`config.mk`:
```
export PLATFORM = sky130hd
export DESIGN_NAME = uart_irq_ctrl
export DESIGN_NICKNAME = d
export VERILOG_FILES = /design/src/rtl/uart_irq_pkg.sv /design/src/rtl/uart_irq_mask.sv /design/src/rtl/uart_irq_status.sv /design/src/rtl/uart_irq_out.sv /design/src/rtl/uart_irq_ctrl.sv
export SDC_FILE = /design/constraint.sdc
export NUM_CORES = 1
export LEC_CHECK = 0
export ABC_AREA = 1
export BUFFER_PORTS_ARGS = -buffer_cell sky130_fd_sc_hd__buf_2
export CAP_MARGIN = 20
export CORE_MARGIN = 1.5
export CORE_UTILIZATION = 46
export CTS_BUF_LIST = sky130_fd_sc_hd__clkbuf_2
export DETAILED_ROUTE_END_ITERATION = 16
export HOLD_SLACK_MARGIN = 0.05
export PLACE_DENSITY = 0.87
export SLEW_MARGIN = 20
export SYNTH_ARGS = -nofsm -noshare
export SYNTH_HDL_FRONTEND = slang
export SYNTH_SLANG_ARGS = --single-unit
export TNS_END_PERCENT = 30
```
`constraint.sdc`:
```
create_clock -name clk -period 1.3 [get_ports clk]
set_clock_uncertainty 0.05 [all_clocks]
set_input_delay 0.065 -clock clk [delete_from_list [all_inputs] [get_ports clk]]
set_output_delay 0.065 -clock clk [all_outputs]
set_load 0.1 [all_outputs]
```
`src/rtl/uart_irq_pkg.sv`:
```
package uart_irq_pkg;

    localparam int unsigned LVL_N  = 5;
    localparam int unsigned EVT_N  = 5;
    localparam int unsigned STAT_W = LVL_N + EVT_N;

    typedef enum logic [1:0] {
        SEL_MASK_SET = 2'd0,
        SEL_MASK_CLR = 2'd1,
        SEL_MASK_RD  = 2'd2,
        SEL_STATUS   = 2'd3
    } reg_sel_e;

    typedef logic [STAT_W-1:0] stat_vec_t;

    // Sources packed so the level flags land in the low bits.
    typedef struct packed {
        logic [EVT_N-1:0] evt;
        logic [LVL_N-1:0] lvl;
    } src_t;

    typedef struct packed {
        logic      mask_set;
        logic      mask_clr;
        logic      stat_clr;
        stat_vec_t bits;
    } wr_cmd_t;

    function automatic wr_cmd_t decode_write(logic we, logic [1:0] addr, stat_vec_t bits);
        wr_cmd_t c;
        reg_sel_e sel;
        sel        = reg_sel_e'(addr);
        c.mask_set = we && (sel == SEL_MASK_SET);
        c.mask_clr = we && (sel == SEL_MASK_CLR);
        c.stat_clr = we && (sel == SEL_STATUS);
        c.bits     = bits;
        return c;
    endfunction

endpackage

```
`src/rtl/uart_irq_mask.sv`:
```
module uart_irq_mask
    import uart_irq_pkg::*;
(
    input  logic      clk,
    input  logic      rst,
    input  logic      set_en,
    input  logic      clr_en,
    input  stat_vec_t bits,
    output stat_vec_t mask_o
);

    stat_vec_t mask_q;

    always_ff @(posedge clk) begin
        if (rst) begin
            mask_q <= '0;
        end else if (set_en) begin
            mask_q <= mask_q | bits;
        end else if (clr_en) begin
            mask_q <= mask_q & ~bits;
        end
    end

    assign mask_o = mask_q;

    a_r5_set_ors: assert property (@(posedge clk) disable iff (rst)
        set_en |=> ((mask_q & $past(bits)) == $past(bits)));

    a_r6_clr_bits: assert property (@(posedge clk) disable iff (rst)
        clr_en |=> ((mask_q & $past(bits)) == '0));

    a_r7_mask_holds: assert property (@(posedge clk) disable iff (rst)
        (!set_en && !clr_en) |=> $stable(mask_q));

endmodule

```
`src/rtl/uart_irq_status.sv`:
```
module uart_irq_status
    import uart_irq_pkg::*;
(
    input  logic      clk,
    input  logic      rst,
    input  src_t      src,
    input  logic      clr_en,
    input  stat_vec_t bits,
    output stat_vec_t stat_o
);

    stat_vec_t stat_q;
    stat_vec_t set_vec;
    stat_vec_t clr_vec;

    assign set_vec = src;
    assign clr_vec = clr_en ? bits : '0;

    for (genvar i = 0; i < STAT_W; i++) begin : g_cell
        always_ff @(posedge clk) begin
            if (rst) begin
                stat_q[i] <= 1'b0;
            end else begin
                // hardware set takes priority over software clear
                stat_q[i] <= set_vec[i] | (stat_q[i] & ~clr_vec[i]);
            end
        end
    end

    assign stat_o = stat_q;

    a_r3_level_sets: assert property (@(posedge clk) disable iff (rst)
        1'b1 |=> ((stat_q[LVL_N-1:0] & $past(src.lvl)) == $past(src.lvl)));

    a_r4_event_sets: assert property (@(posedge clk) disable iff (rst)
        1'b1 |=> ((stat_q[STAT_W-1:LVL_N] & $past(src.evt)) == $past(src.evt)));

    a_r8_clear_bits: assert property (@(posedge clk) disable iff (rst)
        (clr_en && (src == '0)) |=> ((stat_q & $past(bits)) == '0));

    a_r9_set_wins: assert property (@(posedge clk) disable iff (rst)
        clr_en |=> ((stat_q & $past(stat_vec_t'(src))) == $past(stat_vec_t'(src))));

endmodule

```
`src/rtl/uart_irq_out.sv`:
```
module uart_irq_out
    import uart_irq_pkg::*;
(
    input  logic      clk,
    input  logic      rst,
    input  stat_vec_t stat_i,
    input  stat_vec_t mask_i,
    output logic      irq_o
);

    logic irq_q;

    always_ff @(posedge clk) begin
        if (rst) begin
            irq_q <= 1'b0;
        end else begin
            irq_q <= |(stat_i & mask_i);
        end
    end

    assign irq_o = irq_q;

    a_r1_reset_low: assert property (@(posedge clk)
        rst |=> !irq_o);

    a_r10_registered: assert property (@(posedge clk) disable iff (rst)
        1'b1 |=> (irq_o == $past(|(stat_i & mask_i))));

endmodule

```
`src/rtl/uart_irq_ctrl.sv`:
```
module uart_irq_ctrl
    import uart_irq_pkg::*;
#(
    parameter int unsigned DATA_W = 32,
    parameter int unsigned ADDR_W = 2
) (
    input  logic              clk,
    input  logic              rst,
    input  logic              reg_we,
    input  logic [ADDR_W-1:0] reg_addr,
    input  logic [DATA_W-1:0] reg_wdata,
    output logic [DATA_W-1:0] reg_rdata,
    input  logic [LVL_N-1:0]  lvl_flags,
    input  logic [EVT_N-1:0]  evt_pulses,
    output logic              irq
);

    localparam int unsigned PAD_W = DATA_W - STAT_W;

    wr_cmd_t   cmd;
    src_t      src;
    stat_vec_t mask_v;
    stat_vec_t stat_v;
    logic      unused_hi;

    assign unused_hi = &{1'b0, reg_wdata[DATA_W-1:STAT_W]};

    assign cmd     = decode_write(reg_we, reg_addr[1:0], reg_wdata[STAT_W-1:0]);
    assign src.lvl = lvl_flags;
    assign src.evt = evt_pulses;

    uart_irq_mask u_mask (
        .clk    (clk),
        .rst    (rst),
        .set_en (cmd.mask_set),
        .clr_en (cmd.mask_clr),
        .bits   (cmd.bits),
        .mask_o (mask_v)
    );

    uart_irq_status u_status (
        .clk    (clk),
        .rst    (rst),
        .src    (src),
        .clr_en (cmd.stat_clr),
        .bits   (cmd.bits),
        .stat_o (stat_v)
    );

    uart_irq_out u_out (
        .clk    (clk),
        .rst    (rst),
        .stat_i (stat_v),
        .mask_i (mask_v),
        .irq_o  (irq)
    );

    always_comb begin
        unique case (reg_sel_e'(reg_addr[1:0]))
            SEL_MASK_RD: reg_rdata = {{PAD_W{1'b0}}, mask_v};
            SEL_STATUS:  reg_rdata = {{PAD_W{1'b0}}, stat_v};
            default:     reg_rdata = '0;
        endcase
    end

    a_r1_reset_clears: assert property (@(posedge clk)
        rst |=> (mask_v == '0));

    a_r11_upper_zero: assert property (@(posedge clk) disable iff (rst)
        reg_rdata[DATA_W-1:STAT_W] == '0);

endmodule

```
==> results list, run 1 <==
- Dividing the detail-routed wire length by the instance count gives 11.2 um.
- Clock tree root driver cell: clkbuf_2
* Drt first-iter violations: 34
* Post-layout min period: 1.29 ns
- Routability-driven placement congestion ratio: 0.773
- Maximum vdd drop: 941 uV
* Count of TritonRoute iterations in the first routing pass: 4
- Die width: 53.8 um
- On the final layout, the worst hold slack is 0.0736 ns.
- Crit-path max cell delay: 0.55 ns
- Crit-path cells: dlygate4sd3_1, buf_2, nand2_1, a21oi_2, dlygate4sd3_1, nor2_1
- Delay-heaviest family, CP: buffers and inverters
- The worst setup path is of the in2reg kind.
- Setup repair after global routing missed its margin: true
* Antenna cells: 0
* H-Tree Level Count: 1
- Synth-to-layout area growth: 57.1%
- Setup TNS Final: 0 ns
* Final Slew Violations: 0
* Cells after Synth: 177
* CTS sink cnt: 21
- Achievable frequency: 778 MHz
- Fill cells in the final layout number 177.
* Max-capacitance violation count: 0
* First-pass GRT wire length: 4910 um
* Nature of the critical path startpoint: input pin
- Congestion Overflow GR: 0
* Layout cells sized above 1: 0.335
- In this run the remaining antenna-violating nets after routing total 0.
* Total routing usage reported by global routing: 0.234
- In this run, CTS created clock tree buffers numbering 3.
- The floorplan has 18 rows.
* Crit end category: flop
- Ys Warns: 0
- Count of buffers inserted at the top-level ports: 35
* Area of the mapped netlist: 0.00118 mm2
- Maximum clock path buffer count: 2
* Period utilisation layout: 0.989
- Initial core utilization: 0.483
- Highest-count cells in the layout ignoring fill and taps: nand2_1 (47), dlygate4sd3_1 (26), conb_1 (22), buf_2 (22), nand3_1 (19)
* Critical path's slowest cell: dlygate4sd3_1
* Most common cell on crit path: dlygate4sd3_1
- Number of synthesized register bits: 21
- The path class of the tightest hold or removal check is in2reg.
- Averaged over all synthesized cells, the footprint is 6.69 um2.
- Top-level I/O count: 80
* Clock tree from TritonCTS: done
* Number of distinct library cells after synthesis: 16
* Clock network latency to the later pin of the worst-skew pair: 0.33 ns
- Number of global-route vias before repair: 1190
- Buffers and inverters on the worst path: 3
- In the routed design, unresolved DRC markers number 0.
* Core region area: 0.00245 mm2
- At the end of the flow, the number of nets in the layout was 290.
- Leakage power: 0.866 nW
- At the worst endpoint, the required time is 1.50 ns.
- The library cell used most frequently in the layout, excluding fill and tap cells, is nand2_1.
- Antenna violations before repair: 0
- Maximum fanout along the worst path: 3
* Clock transition at the register clock pins on the worst setup and hold paths after CTS: 0.19 ns
- The routed layout has 1285 vias.
- The hold violation total from the final report is 0.
* Final-report setup violation count: 0
- Maximum number of pins on one net before global-route repair: 20
- Result of the run: completed
- In this run the power density over the cells is 963 mW/mm2.
- DIE AREA: 0.00289 mm2
- Data arrival time of the worst path: 1.48 ns
* Floorplan die height: 53.8 um
- Summed over all layers, the routed wires come to 3060 um.
* Via-per-instance ratio: 4.72
- Summed over all nets, the half-perimeter wirelength after detailed placement is 1810 um.
* Sequential element share of the synthesized area: 0.355
where the power goes:
group / switching (mW) / total [mW] / internal (mW) / leakage (nW)
clock network: 0.199 / 0.281 / 0.0814 / 0.0166
registers: 0.0295 / 0.722 / 0.693 / 0.179
logic: 0.578 / 0.791 / 0.213 / 0.671
total: 0.806 / 1.79 / 0.987 / 0.866
cell usage after synthesis:
library cell	count	area [um2]
a21oi_1	19	95.1
buf_2	2	10.0
buf_4	23	173
buf_6	1	11.3
clkbuf_1	1	3.75
clkinv_1	1	3.75
conb_1	1	3.75
dfxtp_1	21	420
inv_1	14	52.6
nand2_1	47	176
nand2_2	1	6.26
nand3_1	20	100
nor2_1	13	48.8
nor2_4	2	22.5
nor3b_1	1	7.51
o21ai_0	10	50.1
cells by family (layout without fill, tap and decap cells):
kind of cell | count (synthesis) | in the layout | share of synthesized area
AOI/OAI and AO/OA | 29 | 29 | 0.122
and+or+nand+nor | 84 | 85 | 0.305
buffers and inverters | 42 | 85 | 0.214
other | 1 | 22 | 0.00316
DFF | 21 | 21 | 0.355
worst min-delay path, delay by kind of cell:
family	cells	cell delay, ns
AOI/OAI and AO/OA	1	0.03
and+or+nand+nor	2	0.15
buffers and inverters	1	0.20
per-layer routing:
metal / wire [um] / part of all wire / GRT usage
met5: 0 / 0 / 0
met4: 25 / 0.0082 / 0.0513
met3: 170 / 0.056 / 0.0639
met2: 1600 / 0.52 / 0.421
met1: 1260 / 0.41 / 0.275
through the flow:
| stage | power [mW] | instance area [um2] | util | cells | setup slack, ns |
|---|---|---|---|---|---|
| 2_1_floorplan | 1.32 | 1300 | - | 198 | -0.0846 |
| 3_3_place_gp | 1.41 | 1480 | 0.603 | 238 | 0.201 |
| 3_5_place_dp | 1.42 | 1480 | 0.603 | 238 | 0.180 |
| 4_1_cts | 1.77 | 1810 | 0.738 | 273 | 0.00366 |
| 5_1_grt | 1.87 | 1860 | 0.758 | 272 | -0.0506 |
| 6_report | 1.79 | 1860 | 0.758 | 272 | 0.0140 |
worst paths after layout:
check                           from                 end  slack, ns  cells past startpoint
setup / recovery        reg_wdata[3]  u_status.stat_o[3]       0.01                      6
hold / removal           reg_addr[0]                flop       0.07                      4
setup reg to reg  u_status.stat_o[0]  u_status.stat_o[0]       0.05                      3
hold reg to reg                 flop                flop       0.44                      2
repair_timing:
item,in CTS,in global routing
hold buffers,31,0
endpoints found under the setup margin,0,19
resized for setup,0,34
endpoints found under the hold margin,20,0
setup buffers,0,1
cell type report:
| type | instances | area [um2] | area share |
|---|---|---|---|
| repair buffers | 66 | 641 | 0.344 |
| clock buffers | 4 | 20.0 | 0.0108 |
| inverters | 15 | 56.3 | 0.0302 |
| flip-flops and latches | 21 | 442 | 0.237 |
| well taps | 30 | 37.5 | 0.0202 |
| multi-input cells | 136 | 666 | 0.358 |
Power figures use the tool's default switching activity.
==> inputs of run 2 (changes only) <==
--- a/config.mk
+++ b/config.mk
@@ -8,12 +8,14 @@
 export ABC_AREA = 1
 export BUFFER_PORTS_ARGS = -buffer_cell sky130_fd_sc_hd__buf_2
 export CAP_MARGIN = 20
+export CELL_PAD_IN_SITES_DETAIL_PLACEMENT = 1
+export CELL_PAD_IN_SITES_GLOBAL_PLACEMENT = 1
 export CORE_MARGIN = 1.5
-export CORE_UTILIZATION = 46
+export CORE_UTILIZATION = 30
 export CTS_BUF_LIST = sky130_fd_sc_hd__clkbuf_2
 export DETAILED_ROUTE_END_ITERATION = 16
 export HOLD_SLACK_MARGIN = 0.05
-export PLACE_DENSITY = 0.87
+export PLACE_DENSITY_LB_ADDON = 0.1
 export SLEW_MARGIN = 20
 export SYNTH_ARGS = -nofsm -noshare
 export SYNTH_HDL_FRONTEND = slang
==> run 2 against run 1 <==
  * Cell count increased by 4.8%
  * Register-to-register slack gained 0.27 ns
  * Hold slack gained 0.067 ns
  * Clock power rose by 2%
  * Flip-flop and latch count unchanged
  * Via count down 0.47%
  * Sequential share of layout area rose by 0.61 points
  * Design area down 1.9%
  * Die area grew 50%
  * Non-clock buffer count decreased by 4
  * Critical path type is now reg2out
==> results list, run 2 (synthesized netlist as in run 1, its figures left out) <==
- The flow ran to the end, and the final reports show no timing, DRC or antenna violations.
* Final-report setup violation count: 0
- Summed over all layers, the global routing overflow is 0.
- Max-capacitance violation count: 0
* Placement-stage worst setup slack: 0.123 ns
- Crit-path max cell delay: 0.39 ns
- The initialized floorplan defines 22 standard-cell rows.
* Hold path cells: 4
- Synth-to-layout area growth: 54.1%
- TritonCTS built the clock tree.
- Setup total negative slack on the finished layout was measured at 0 ns.
- Maximum fanout along the worst path: 3
- Setup repair after global routing missed its margin: true
- Count of TritonRoute iterations in the first routing pass: 3
- The longest clock path from root to sink contains 2 buffers.
- Walking the worst path, the cells encountered are nand3_1, o21ai_4, buf_12.
- H-Tree Level Count: 1
* First-pass GRT wire length: 6040 um
- Setup slack, reg-to-reg: 0.32 ns
- Hold Vio Cnt, Final: 0
- Worst Reg2Reg Path Length in Cells: 7
* Period utilisation layout: 0.937
- Detailed Route WL: 3680 um
- In this run the count of I/O pins placed on the die edge is 80.
- Entering global routing, the biggest net connects 20 pins.
- Number of global-route vias before repair: 1362
- DR vias: 1279
- Subtracting the final worst setup slack from the clock period gives 1.22 ns.
- Routed wire per std cell: 12.9 um
- Final HPWL from detailed placement: 2550 um
- Hold/Removal Path Class: in2reg
* Min-Delay Startpoint: reg_addr[0]
* Reg-to-reg endpoint: u_out.irq_o
* Post-Route Utilization: 0.491
- Clock tree root driver cell: clkbuf_2
* Crit end category: primary output
* Nature of the critical path startpoint: flop
* Critical path's slowest cell: dfxtp_2
- After layout, the design draws a total of 1.79 mW.
- The detail route stage leaves a number of antenna-violating nets equal to 0.
- Clock transition at the register clock pins on the worst setup and hold paths after CTS: 0.21 ns
- The first routing iteration left 32 violations.
- DRC Markers: 0
- Routability-driven placement congestion ratio: 0.719
- TritonCTS created 3 clock buffers.
- In the final layout, the share of cells above drive strength 1 is 0.376.
- The number of max-slew violations in the final report came to 0.
- Count of buffers inserted at the top-level ports: 35
- DIE AREA: 0.00434 mm2
- In this run the power density over the cells is 980 mW/mm2.
* Data arrival time of the worst path: 1.10 ns
- Critical Setup Path Class: reg2out
- Core region area: 0.00372 mm2
- Timing would allow up to 821 MHz.
* Most frequent standard cell in the layout excluding fill and tap cells: nand2_1
- Total routing usage reported by global routing: 0.183
- Req. time, crit path: 1.19 ns
- Leakage power: 0.826 nW
- The number of antenna diodes in the final layout is 0.
- The library cells used most frequently in the layout, excluding fill and tap cells, are nand2_1 (47), buf_2 (25), conb_1 (22).
- The clock drives 21 sinks.
- Post-route worst hold slack: 0.140 ns
- Worst Slack Setup Final: 0.0813 ns
* Via-per-instance ratio: 4.49
- The net count of the finished layout is 285.
- For this configuration, the core starts out at a cell density of 0.319.
* Die width: 65.8 um
- Clock latency on the worst-skew pair, taken at its later pin, is 0.31 ns.
- IR analysis of the VDD net gives a maximum drop of 387 uV.
* Floorplan die height: 65.8 um
- Antenna violations before repair: 0
## run 2: how the worst max path moves through the flow
stage / start / to / slack (ns) / cells after the start
after floorplan: reg_addr[0] / reg_rdata[0] / -0.08 / 3
after global placement: reg_addr[0] / u_status.stat_o[0] / 0.19 / 6
after detailed placement: reg_addr[0] / u_status.stat_o[1] / 0.12 / 6
after CTS: flop / reg_rdata[3] / 0.006 / 3
after global routing: flop / reg_rdata[1] / -0.02 / 3
final: u_status.stat_o[2] / reg_rdata[2] / 0.08 / 3
## run 2: power breakdown
group | switching [mW] | internal, mW
Clock | 0.206 | 0.0814
Combinational | 0.580 | 0.197
Sequential | 0.0305 | 0.694
## run 2: timing repair
item,4_1_cts,5_1_grt
setup buffers,0,1
gates resized for setup,4,29
hold buffers,21,0
pin swaps,0,10
setup endpoints to repair,4,10
endpoints found under the hold margin,20,0
## run 2: worst max-delay path: cells and delay by family (launching register included)
family | cells | cell delay, ns
AO/OA/AOI/OAI | 1 | 0.10
buffers and inverters | 1 | 0.19
AND/OR/NAND/NOR | 1 | 0.11
flip-flops | 1 | 0.39
## run 2: final cells by class
type	count	area (um2)
Tap cell	48	60.1
Sequential cell	21	444
Inverter	15	56.3
Fill cell	496	1890
Multi-Input combinational cell	135	652
Timing Repair Buffer	62	593
Clock buffer	4	20.0
## run 2: layer usage
| layer | GRT usage | share of wire | wire [um] |
|---|---|---|---|
| met5 | 0 | 0 | 0 |
| met4 | 0.0469 | 0.0095 | 35 |
| met3 | 0.0239 | 0.033 | 121 |
| met2 | 0.359 | 0.54 | 2000 |
| met1 | 0.203 | 0.41 | 1520 |
## run 2: metrics by stage
step,area (um2),std cells
3_3_place_gp,1540,259
5_1_grt,1830,285
4_1_cts,1770,284
6_report,1830,285
3_5_place_dp,1540,259
2_1_floorplan,1300,198
==> inputs of run 3 (changes only) <==
--- a/config.mk
+++ b/config.mk
@@ -5,13 +5,12 @@
 export SDC_FILE = /design/constraint.sdc
 export NUM_CORES = 1
 export LEC_CHECK = 0
-export ABC_AREA = 1
 export BUFFER_PORTS_ARGS = -buffer_cell sky130_fd_sc_hd__buf_2
 export CAP_MARGIN = 20
 export CELL_PAD_IN_SITES_DETAIL_PLACEMENT = 1
 export CELL_PAD_IN_SITES_GLOBAL_PLACEMENT = 1
 export CORE_MARGIN = 1.5
-export CORE_UTILIZATION = 30
+export CORE_UTILIZATION = 32
 export CTS_BUF_LIST = sky130_fd_sc_hd__clkbuf_2
 export DETAILED_ROUTE_END_ITERATION = 16
 export HOLD_SLACK_MARGIN = 0.05
==> run 3 against run 2 <==
  * Wire length decreased by 6.1%
  * Setup slack got worse by 0.068 ns
  * Largest power group unchanged
  * Global-route usage decreased by 1.2 points
  * Critical path type unchanged
  * Die area decreased by 2.9%
  * Maximum frequency decreased by 5.3%
==> results list, run 3 <==
* Count of buffers inserted at the top-level ports: 35
* CTS sink cnt: 21
- The first TritonRoute pass finished after 4 iterations.
* Worst Slack Setup Final: 0.0138 ns
- Antenna violations before repair: 0
* Final HPWL from detailed placement: 2200 um
* Area of the multi-input gates: 727 um2
- For the pin with the worst max-slew slack, the measured transition is 0.506 ns.
- Final-report setup violation count: 0
- After floorplanning, the core was divided into 22 placement rows.
- In this run the clock root is driven by a clkbuf_2.
- Cells after Synth: 131
* Number of synthesized register bits: 21
* DRC Markers: 0
- Layout cells sized above 1: 0.475
- Of all flip-flops after synthesis, the portion carrying an async set or reset was 0.
- DIE AREA: 0.00421 mm2
- Most frequent standard cell in the layout excluding fill and tap cells: dlygate4sd3_1
- Summed over all cells, the static leakage comes to 0.828 nW.
- Sequential element share of the synthesized area: 0.343
- For met2 alone, demand over resource in global routing was 0.341.
- Clock-pin slew was measured on the worst setup and hold paths at 0.22 ns.
- In the finished design, the share of the clock period the worst path needs comes to 0.989.
- Count of flip-flops with a built-in enable after synthesis: 0
- Setup repair after global routing missed its margin: true
- H-Tree Level Count: 1
* Maximum number of pins on one net before global-route repair: 22
* Total power draw: 1.87 mW
- Number of nets with antenna violations after routing: 0
* Core region area: 0.00366 mm2
- Most used routing layer: met2
* Clock tree from TritonCTS: done
* Hold Vio Cnt, Final: 0
- The largest total area in the synthesized netlist belongs to dfxtp_1.
- Cell types with the largest area share after synthesis: dfxtp_1 (34%), buf_4 (15%), a311oi_2 (12%)
- The die is 64.9 um wide.
* Maximum clock path buffer count: 2
* Synth top area share: 0.343
* Achievable frequency: 777 MHz
- Maximum fanout along the worst path: 3
- For this configuration, the core starts out at a cell density of 0.335.
- DR vias: 1190
* Relative slew slack: 0.663
- Crit-path max cell delay: 0.39 ns
- The path class of the tightest hold or removal check is in2reg.
* Data arrival time of the worst path: 1.17 ns
- The clock period could shrink to 1.29 ns.
- From bottom edge to top edge, the die measures 64.9 um.
- Leading register cell type out of synthesis: dfxtp_1
* Critical Setup Path Class: reg2out
- Clock buffer count from CTS: 3
- Met3 usage: 0.0156
- Final Slew Violations: 0
- Top-level I/O count: 80
- OpenSTA, run right after detailed placement, puts the worst setup slack at 0.148 ns.
- The finished layout holds 246 standard cells, fillers aside.
* Post-route worst hold slack: 0.0942 ns
* Synth-to-layout area growth: 60.1%
- Crit-path cells: mux2i_1, nor2b_2, buf_12
- Highest-count cells in the layout ignoring fill and taps: dlygate4sd3_1 (26), buf_2 (25), conb_1 (22)
* Met1 capacity usage during global routing: 0.187
- Drt first-iter violations: 36
- STA classifies the critical path startpoint as a flop.
- The first global-routing pass estimated 5590 um of wire.
* Routed wire per std cell: 14.0 um
* Max-capacitance violation count: 0
* Crit end category: primary output
- The slowest stage of the critical path is the dfxtp_2 cell.
- Result of the run: completed
- STA puts the critical path data required time at 1.19 ns.
- Each instance of the synthesized netlist takes up on average 9.35 um2.
- Fill cells in the final layout number 430.
* Area of the mapped netlist: 0.00122 mm2
- Number of distinct library cells after synthesis: 18
- Ys Warns: 0
* Antenna cells: 0
* Via-per-instance ratio: 4.84
* Footprint of the flip-flops and latches: 448 um2
* Top cells by instance count after synthesis: buf_4 (25), dfxtp_1 (21), a21oi_1 (20)
- Most repeated cell in the gate-level netlist after synthesis: buf_4
* Total routing usage reported by global routing: 0.171
- For this block, the routed nets add up to 3450 um of wire.
- Clock network latency to the later pin of the worst-skew pair: 0.34 ns
- In the final design database the tool counted 246 nets.
- Congestion Overflow GR: 0
- Across the VDD grid, the largest voltage drop is 460 uV.
- Placed Cells: 211
- Routability-driven placement finished with a final weighted congestion of 0.723.
- Power density of the placed cells: 952 mW/mm2
- Number of global-route vias before repair: 1205
## run 3: logic make-up after synthesis
family                 synth area share
AOI/OAI and AO/OA                 0.244
buffers and inverters             0.184
and+or+nand+nor                   0.144
DFF                               0.343
muxes                            0.0817
other                           0.00306
## run 3: final timing paths
kind | from | end | slack, ns | depth (start not counted)
min | rst | u_status.stat_o[1] | 0.09 | 2
max | u_status.stat_o[5] | reg_rdata[5] | 0.01 | 3
max reg2reg | u_status.stat_o[9] | u_status.stat_o[9] | 0.04 | 3
min reg2reg | flop | u_out.irq_o | 0.51 | 2
## run 3: power breakdown
group | internal, mW | total, mW | leakage, nW | switching [mW]
Clock | 0.0814 | 0.298 | 0.0166 | 0.217
Combinational | 0.258 | 0.841 | 0.631 | 0.583
Sequential | 0.693 | 0.727 | 0.180 | 0.0340
Total | 1.03 | 1.87 | 0.828 | 0.834
## run 3: timing repair
item / CTS / global route
hold endpoints to repair: 20 / 0
setup buffers: 2 / 1
setup endpoints to repair: 9 / 13
cloned: 0 / 0
pin swaps: 0 / 0
hold buffers: 28 / 0
resized for setup: 18 / 10
## run 3: cell type report
cell class / instances / share of cell area
clock buffers: 4 / 0.0102
multi-input cells: 99 / 0.371
flip-flops and latches: 21 / 0.228
well taps: 48 / 0.0306
repair buffers: 74 / 0.360
## run 3: metal layers
layer | vias up | wire length (um) | part of all wire
met5 | - | 0 | 0
met4 | 0 | 21 | 0.0061
met3 | 2 | 120 | 0.035
met2 | 33 | 1950 | 0.56
met1 | 583 | 1360 | 0.39
li1 | 572 | - | -
## run 3: critical path, delay by kind of cell, from the launching register on
family | cells | cell delay (ns)
flops | 1 | 0.39
buf+inv | 1 | 0.19
mux | 1 | 0.08
simple gates | 1 | 0.18
## run 3: stage by stage
step           area [um2]  setup TNS, ns  utilization
6_report             1960              0        0.536
5_1_grt              1960         -0.421        0.536
4_1_cts              1920        -0.0217        0.524
3_5_place_dp         1580              0        0.431
3_3_place_gp         1580              0        0.431
2_1_floorplan        1340         -0.228            -
